==> src/rtl/memlat_pkg.sv <==
package memlat_pkg;

    localparam int DLY_DEPTH = 32;
    localparam int LAT_W     = 6;

    typedef logic [LAT_W-1:0] lat_t;

    typedef enum logic {
        RATE_FULL = 1'b0,
        RATE_HALF = 1'b1
    } rate_e;

    typedef struct packed {
        lat_t  rd_lat;
        lat_t  wr_lat;
        rate_e rate;
    } lat_cfg_t;

    // token carried through the read delay line
    typedef struct packed {
        logic phase;
        logic hit;
    } rd_tok_t;

    function automatic lat_t clamp_lat(input lat_t v, input int depth);
        if (int'(v) > depth)
            return lat_t'(depth);
        return v;
    endfunction

endpackage

==> src/rtl/memlat_cfg_capture.sv <==
module memlat_cfg_capture
    import memlat_pkg::*;
#(
    parameter int DEPTH = DLY_DEPTH
) (
    input  logic     clk,
    input  logic     rst,
    input  logic     cal_done,
    input  lat_t     rd_lat_in,
    input  lat_t     wr_lat_in,
    input  logic     half_rate,
    output lat_cfg_t cfg,
    output logic     armed
);

    logic cal_q;
    logic cal_rise;

    assign cal_rise = cal_done && !cal_q;

    always_ff @(posedge clk) begin
        if (rst) begin
            cal_q <= 1'b0;
            cfg   <= '0;
        end else begin
            cal_q <= cal_done;
            if (cal_rise) begin
                cfg.rd_lat <= clamp_lat(rd_lat_in, DEPTH);
                cfg.wr_lat <= clamp_lat(wr_lat_in, DEPTH);
                cfg.rate   <= half_rate ? RATE_HALF : RATE_FULL;
            end
        end
    end

    // settings are valid only once the capture edge has passed
    assign armed = cal_done && cal_q;

endmodule

==> src/rtl/memlat_pulse_delay.sv <==
module memlat_pulse_delay #(
    parameter int WIDTH = 1,
    parameter int DEPTH = 32,
    parameter int LW    = 6
) (
    input  logic             clk,
    input  logic             rst,
    input  logic [LW-1:0]    lat,
    input  logic [WIDTH-1:0] din,
    output logic [WIDTH-1:0] dout
);

    localparam int IDX_W = (DEPTH > 1) ? $clog2(DEPTH) : 1;

    logic [DEPTH-1:0][WIDTH-1:0] stg;

    generate
        if (DEPTH == 1) begin : g_single
            always_ff @(posedge clk) begin
                if (rst) stg <= '0;
                else     stg[0] <= din;
            end
        end else begin : g_chain
            always_ff @(posedge clk) begin
                if (rst) stg <= '0;
                else     stg <= {stg[DEPTH-2:0], din};
            end
        end
    endgenerate

    always_comb begin
        if (lat == '0)
            dout = din;
        else if (int'(lat) > DEPTH)
            dout = stg[DEPTH-1];
        else
            dout = stg[IDX_W'(lat - LW'(1))];
    end

endmodule

==> src/rtl/memlat_rd_shaper.sv <==
module memlat_rd_shaper
    import memlat_pkg::*;
(
    input  rd_tok_t    tok,
    input  rate_e      rate,
    output logic [1:0] vld
);

    always_comb begin
        if (!tok.hit)
            vld = 2'b00;
        else if (rate == RATE_FULL)
            vld = 2'b01;
        else
            vld = tok.phase ? 2'b01 : 2'b10;
    end

endmodule

==> src/rtl/memlat_valid_gen.sv <==
module memlat_valid_gen
    import memlat_pkg::*;
#(
    parameter int DEPTH = DLY_DEPTH
) (
    input  logic             clk,
    input  logic             rst,
    input  logic             cal_done,
    input  logic [LAT_W-1:0] rd_lat_in,
    input  logic [LAT_W-1:0] wr_lat_in,
    input  logic             half_rate,
    input  logic             rd_issue,
    input  logic             rd_phase,
    input  logic             wr_cmd,
    output logic [1:0]       rd_valid,
    output logic             dqs_burst
);

    lat_cfg_t cfg;
    logic     armed;
    lat_t     lat_rd;
    lat_t     lat_wr;
    rate_e    rate_q;
    rd_tok_t  rd_in;
    rd_tok_t  rd_out;
    logic     wr_in;
    logic     wr_out;
    logic [1:0] rd_shaped;

    memlat_cfg_capture #(.DEPTH(DEPTH)) u_cap (
        .clk       (clk),
        .rst       (rst),
        .cal_done  (cal_done),
        .rd_lat_in (rd_lat_in),
        .wr_lat_in (wr_lat_in),
        .half_rate (half_rate),
        .cfg       (cfg),
        .armed     (armed)
    );

    assign lat_rd = cfg.rd_lat;
    assign lat_wr = cfg.wr_lat;
    assign rate_q = cfg.rate;

    // pulses before calibration never enter the delay lines
    assign rd_in.hit   = rd_issue && armed;
    assign rd_in.phase = rd_phase && armed;
    assign wr_in       = wr_cmd && armed;

    memlat_pulse_delay #(.WIDTH(2), .DEPTH(DEPTH), .LW(LAT_W)) u_rd_dly (
        .clk  (clk),
        .rst  (rst),
        .lat  (lat_rd),
        .din  (rd_in),
        .dout (rd_out)
    );

    memlat_pulse_delay #(.WIDTH(1), .DEPTH(DEPTH), .LW(LAT_W)) u_wr_dly (
        .clk  (clk),
        .rst  (rst),
        .lat  (lat_wr),
        .din  (wr_in),
        .dout (wr_out)
    );

    memlat_rd_shaper u_shape (
        .tok  (rd_out),
        .rate (rate_q),
        .vld  (rd_shaped)
    );

    assign rd_valid  = armed ? rd_shaped : 2'b00;
    assign dqs_burst = armed && wr_out;

endmodule

==> config.mk <==
export PLATFORM = sky130hd
export DESIGN_NAME = memlat_valid_gen
export DESIGN_NICKNAME = d
export VERILOG_FILES = /design/src/rtl/memlat_pkg.sv /design/src/rtl/memlat_cfg_capture.sv /design/src/rtl/memlat_pulse_delay.sv /design/src/rtl/memlat_rd_shaper.sv /design/src/rtl/memlat_valid_gen.sv
export SDC_FILE = /design/constraint.sdc
export NUM_CORES = 1
export LEC_CHECK = 0
export BUFFER_PORTS_ARGS = -buffer_cell sky130_fd_sc_hd__buf_2
export CORE_ASPECT_RATIO = 0.75
export CORE_UTILIZATION = 32
export CTS_CLUSTER_SIZE = 40
export DETAILED_ROUTE_END_ITERATION = 6
export PLACE_DENSITY_LB_ADDON = 0.1
export SETUP_SLACK_MARGIN = 0.05
export SKIP_CTS_REPAIR_TIMING = 1
export SYNTH_ARGS = -nofsm -noshare
export SYNTH_HDL_FRONTEND = slang
export SYNTH_HIERARCHICAL = 1
export SYNTH_SLANG_ARGS = --single-unit
==> constraint.sdc <==
create_clock -name clk -period 3.8 [get_ports clk]
set_input_delay 0.76 -clock clk [delete_from_list [all_inputs] [get_ports clk]]
set_output_delay 0.76 -clock clk [all_outputs]
set_load 0.01 [all_outputs]
==> flow_summary.json <==
{
  "peakVddDrop_mv": 0.2556,
  "min_path_type": "flop to flop",
  "hold_viol": 0,
  "cts_tree": "built",
  "firstDrtPassIters": 4,
  "stdcell_count": 604,
  "crit_path_end_kind": "primary output",
  "timing.max_slew.rel_slack_pct": 27.36,
  "dp_cells": 580,
  "fmaxAchievable_mhz": 261.1,
  "ys_seq_area_share_pct": 49.56,
  "crit_path_cell_trace": "inv_2 > ha_4 > xor2_4 > buf_6 > mux4_1 > mux2i_1 > mux2i_1 > a221oi_2 > o221ai_1 > inv_1 > and3_1 > and2_1 > buf_2",
  "rows": 36,
  "synth_fp_nets": 422,
  "p_per_area_nw_per_um2": 466.3,
  "numPortBuffers": 21,
  "min_period_ns": 3.831,
  "wl_per_cell_um": 14.81,
  "critPathArrivalTime_ns": 3.07,
  "max_cap_viol_count": 0,
  "route.met3.wl_um": 350,
  "max_stage_delay_ns": 0.54,
  "final_nets": 452,
  "gp_congestion": 0.7581,
  "antenna_cells": 0,
  "initial_core_util_pct": 33.55,
  "async_reset_ff_share_pct": 0,
  "setup_ws_ns": -0.03067,
  "antenna_found_initial": 0,
  "met2WireLength_um": 3155,
  "clk_pin_slew_ns": 0.07,
  "boundaryPins": 22,
  "p_leak_nw": 2.006,
  "met1_length_um": 5367,
  "path_common_cell": "mux2i_1",
  "drc": 0,
  "highest_layer": "met4",
  "tightestPinTransition_ns": 1.090,
  "antenna_left": 0,
  "die_x_um": 138.1,
  "synth-edff-count": 0,
  "cts_max_level": 3,
  "final_cell_mix": "dfxtp_1, nor2b_1, nand2_1",
  "clkSinkCount": 110,
  "synth_ff_type": "dfxtp_1",
  "drt-initial-drc-count": 172,
  "routed_wl_um": 8944,
  "final_core_util_pct": 39.33,
  "finalCritPeriodShare_pct": 100.8,
  "ys_ff_latch": 110,
  "place_ws_ns": 0.05057,
  "dieHeight_um": 104.0,
  "grt_pass1_wl_um": 14790,
  "path_max_fanout": 6,
  "whs_ns": 0.4586,
  "stdcell_area_um2": 5209,
  "grt_use_total_pct": 13.10,
  "grt_max_degree": 111,
  "slew_viol_final": 0,
  "grt_pass1_vias": 2654,
  "dieArea_um2": 14360,
  "avgViaCountPerCell": 4.627,
  "netlist_instances": 399,
  "postSynthAreaPerCell_um2": 11.14,
  "skew_ns": 0.004263,
  "ys_warn_count": 6,
  "syn_to_final_growth_pct": 17.23,
  "root_buffer": "clkbuf_16",
  "overflow": 0,
  "insertion_delay_ns": 0.34,
  "path_class": "flop to primary output",
  "critPathSlowestCell": "mux4_1",
  "cts_buffers": 9,
  "violations": "negative setup slack",
  "dpl.hpwl_um": 5987,
  "status": "finished, violations left",
  "startpoint_type": "flop",
  "rsz0062_at_grt": "yes",
  "placed_area_um2": 4727,
  "coreArea_um2": 13240,
  "final_common_cell": "dfxtp_1",
  "synth_area_um2": 4443,
  "final_layout_size_suffix_gt1_share_pct": 20.79,
  "clk_path_buf_depth": 2,
  "ys_types": 49,
  "setup_viol": 1,
  "required_ns": 3.04,
  "vias": 2795
}
==> worst max-delay path, delay by kind of cell, from the launching register on <==
family | cells | cell delay, ns
AO/OA/AOI/OAI | 2 | 0.39
adder cells (fa/ha/maj) | 1 | 0.16
flip-flops | 1 | 0.33
XOR/XNOR | 1 | 0.29
buffers and inverters | 4 | 0.48
multiplexers | 3 | 0.81
AND/OR/NAND/NOR | 2 | 0.26
==> state kept, by name, summed over array words and instances (netlist names) <==
signal	count
u_rd_dly/stg	64
u_cap/cfg	13
u_cap/cal_q	1
u_wr_dly/stg	32
==> final timing paths <==
check / start / to / slack [ns] / cells past startpoint
max: u_cap/cfg[8] / rd_valid[1] / -0.03 / 13
max reg2reg: u_cap/cal_q / u_cap/cfg[11] / 2.71 / 3
min reg2reg: u_wr_dly/stg[19] / u_wr_dly/stg[20] / 0.46 / 1
min: u_wr_dly/stg[19] / u_wr_dly/stg[20] / 0.46 / 1
==> where the power goes <==
part | internal (mW) | switching [mW] | leakage [nW]
Combinational | 0.0840 | 0.102 | 0.952
Clock | 0.661 | 0.413 | 0.165
Sequential | 1.16 | 0.00937 | 0.888
==> layout make-up <==
class	count	area [µm²]
clock buffer	10	239.0
clock inverter	5	106.4
fill	1302	8034
inverter	8	30.03
multi-input combinational	259	2150
sequential	110	2205
tap	171	214.0
timing repair buffer	41	265.3
==> metal layers <==
layer / track usage (%) / vias to the layer above
met5: 0 / -
met4: 2.826 / 0
met3: 4.420 / 5
met2: 15.21 / 33
met1: 21.75 / 1315
li1: - / 1442
==> kinds of logic after synthesis <==
group           count (synthesis)  share of synthesized area (%)
compound gates                 44                          6.815
xor+xnor                        5                          1.577
fa+ha+maj                       4                          1.126
simple gates                  171                          22.90
mux                            35                          14.64
flops                         110                          49.56
buf+inv                        30                          3.379
==> synth_stat cells, drive strengths merged (4+ instances only) <==
| library cell | n | area share, % |
|---|---|---|
| dfxtp | 110 | 50 |
| nor2b | 103 | 15 |
| nand2 | 25 | 2.1 |
| mux4 | 21 | 11 |
| a21oi | 18 | 2.0 |
| clkbuf | 13 | 1.1 |
| nand3b | 12 | 2.0 |
| mux2i | 11 | 2.5 |
| buf | 9 | 1.6 |
| and2 | 8 | 1.1 |
| inv | 8 | 0.68 |
| a2111oi | 4 | 0.79 |
| ha | 4 | 1.1 |
| nand3 | 4 | 0.45 |
| nor3 | 4 | 0.45 |
==> through the flow <==
stage | total power, mW | TNS [ns]
2_1_floorplan | 1.314 | 0
3_3_place_gp | 1.361 | 0
3_5_place_dp | 1.363 | 0
4_1_cts | 2.445 | -0.7128
5_1_grt | 2.533 | -0.3894
6_report | 2.429 | -0.03067
No activity file was read; power rests on OpenSTA's default activity.
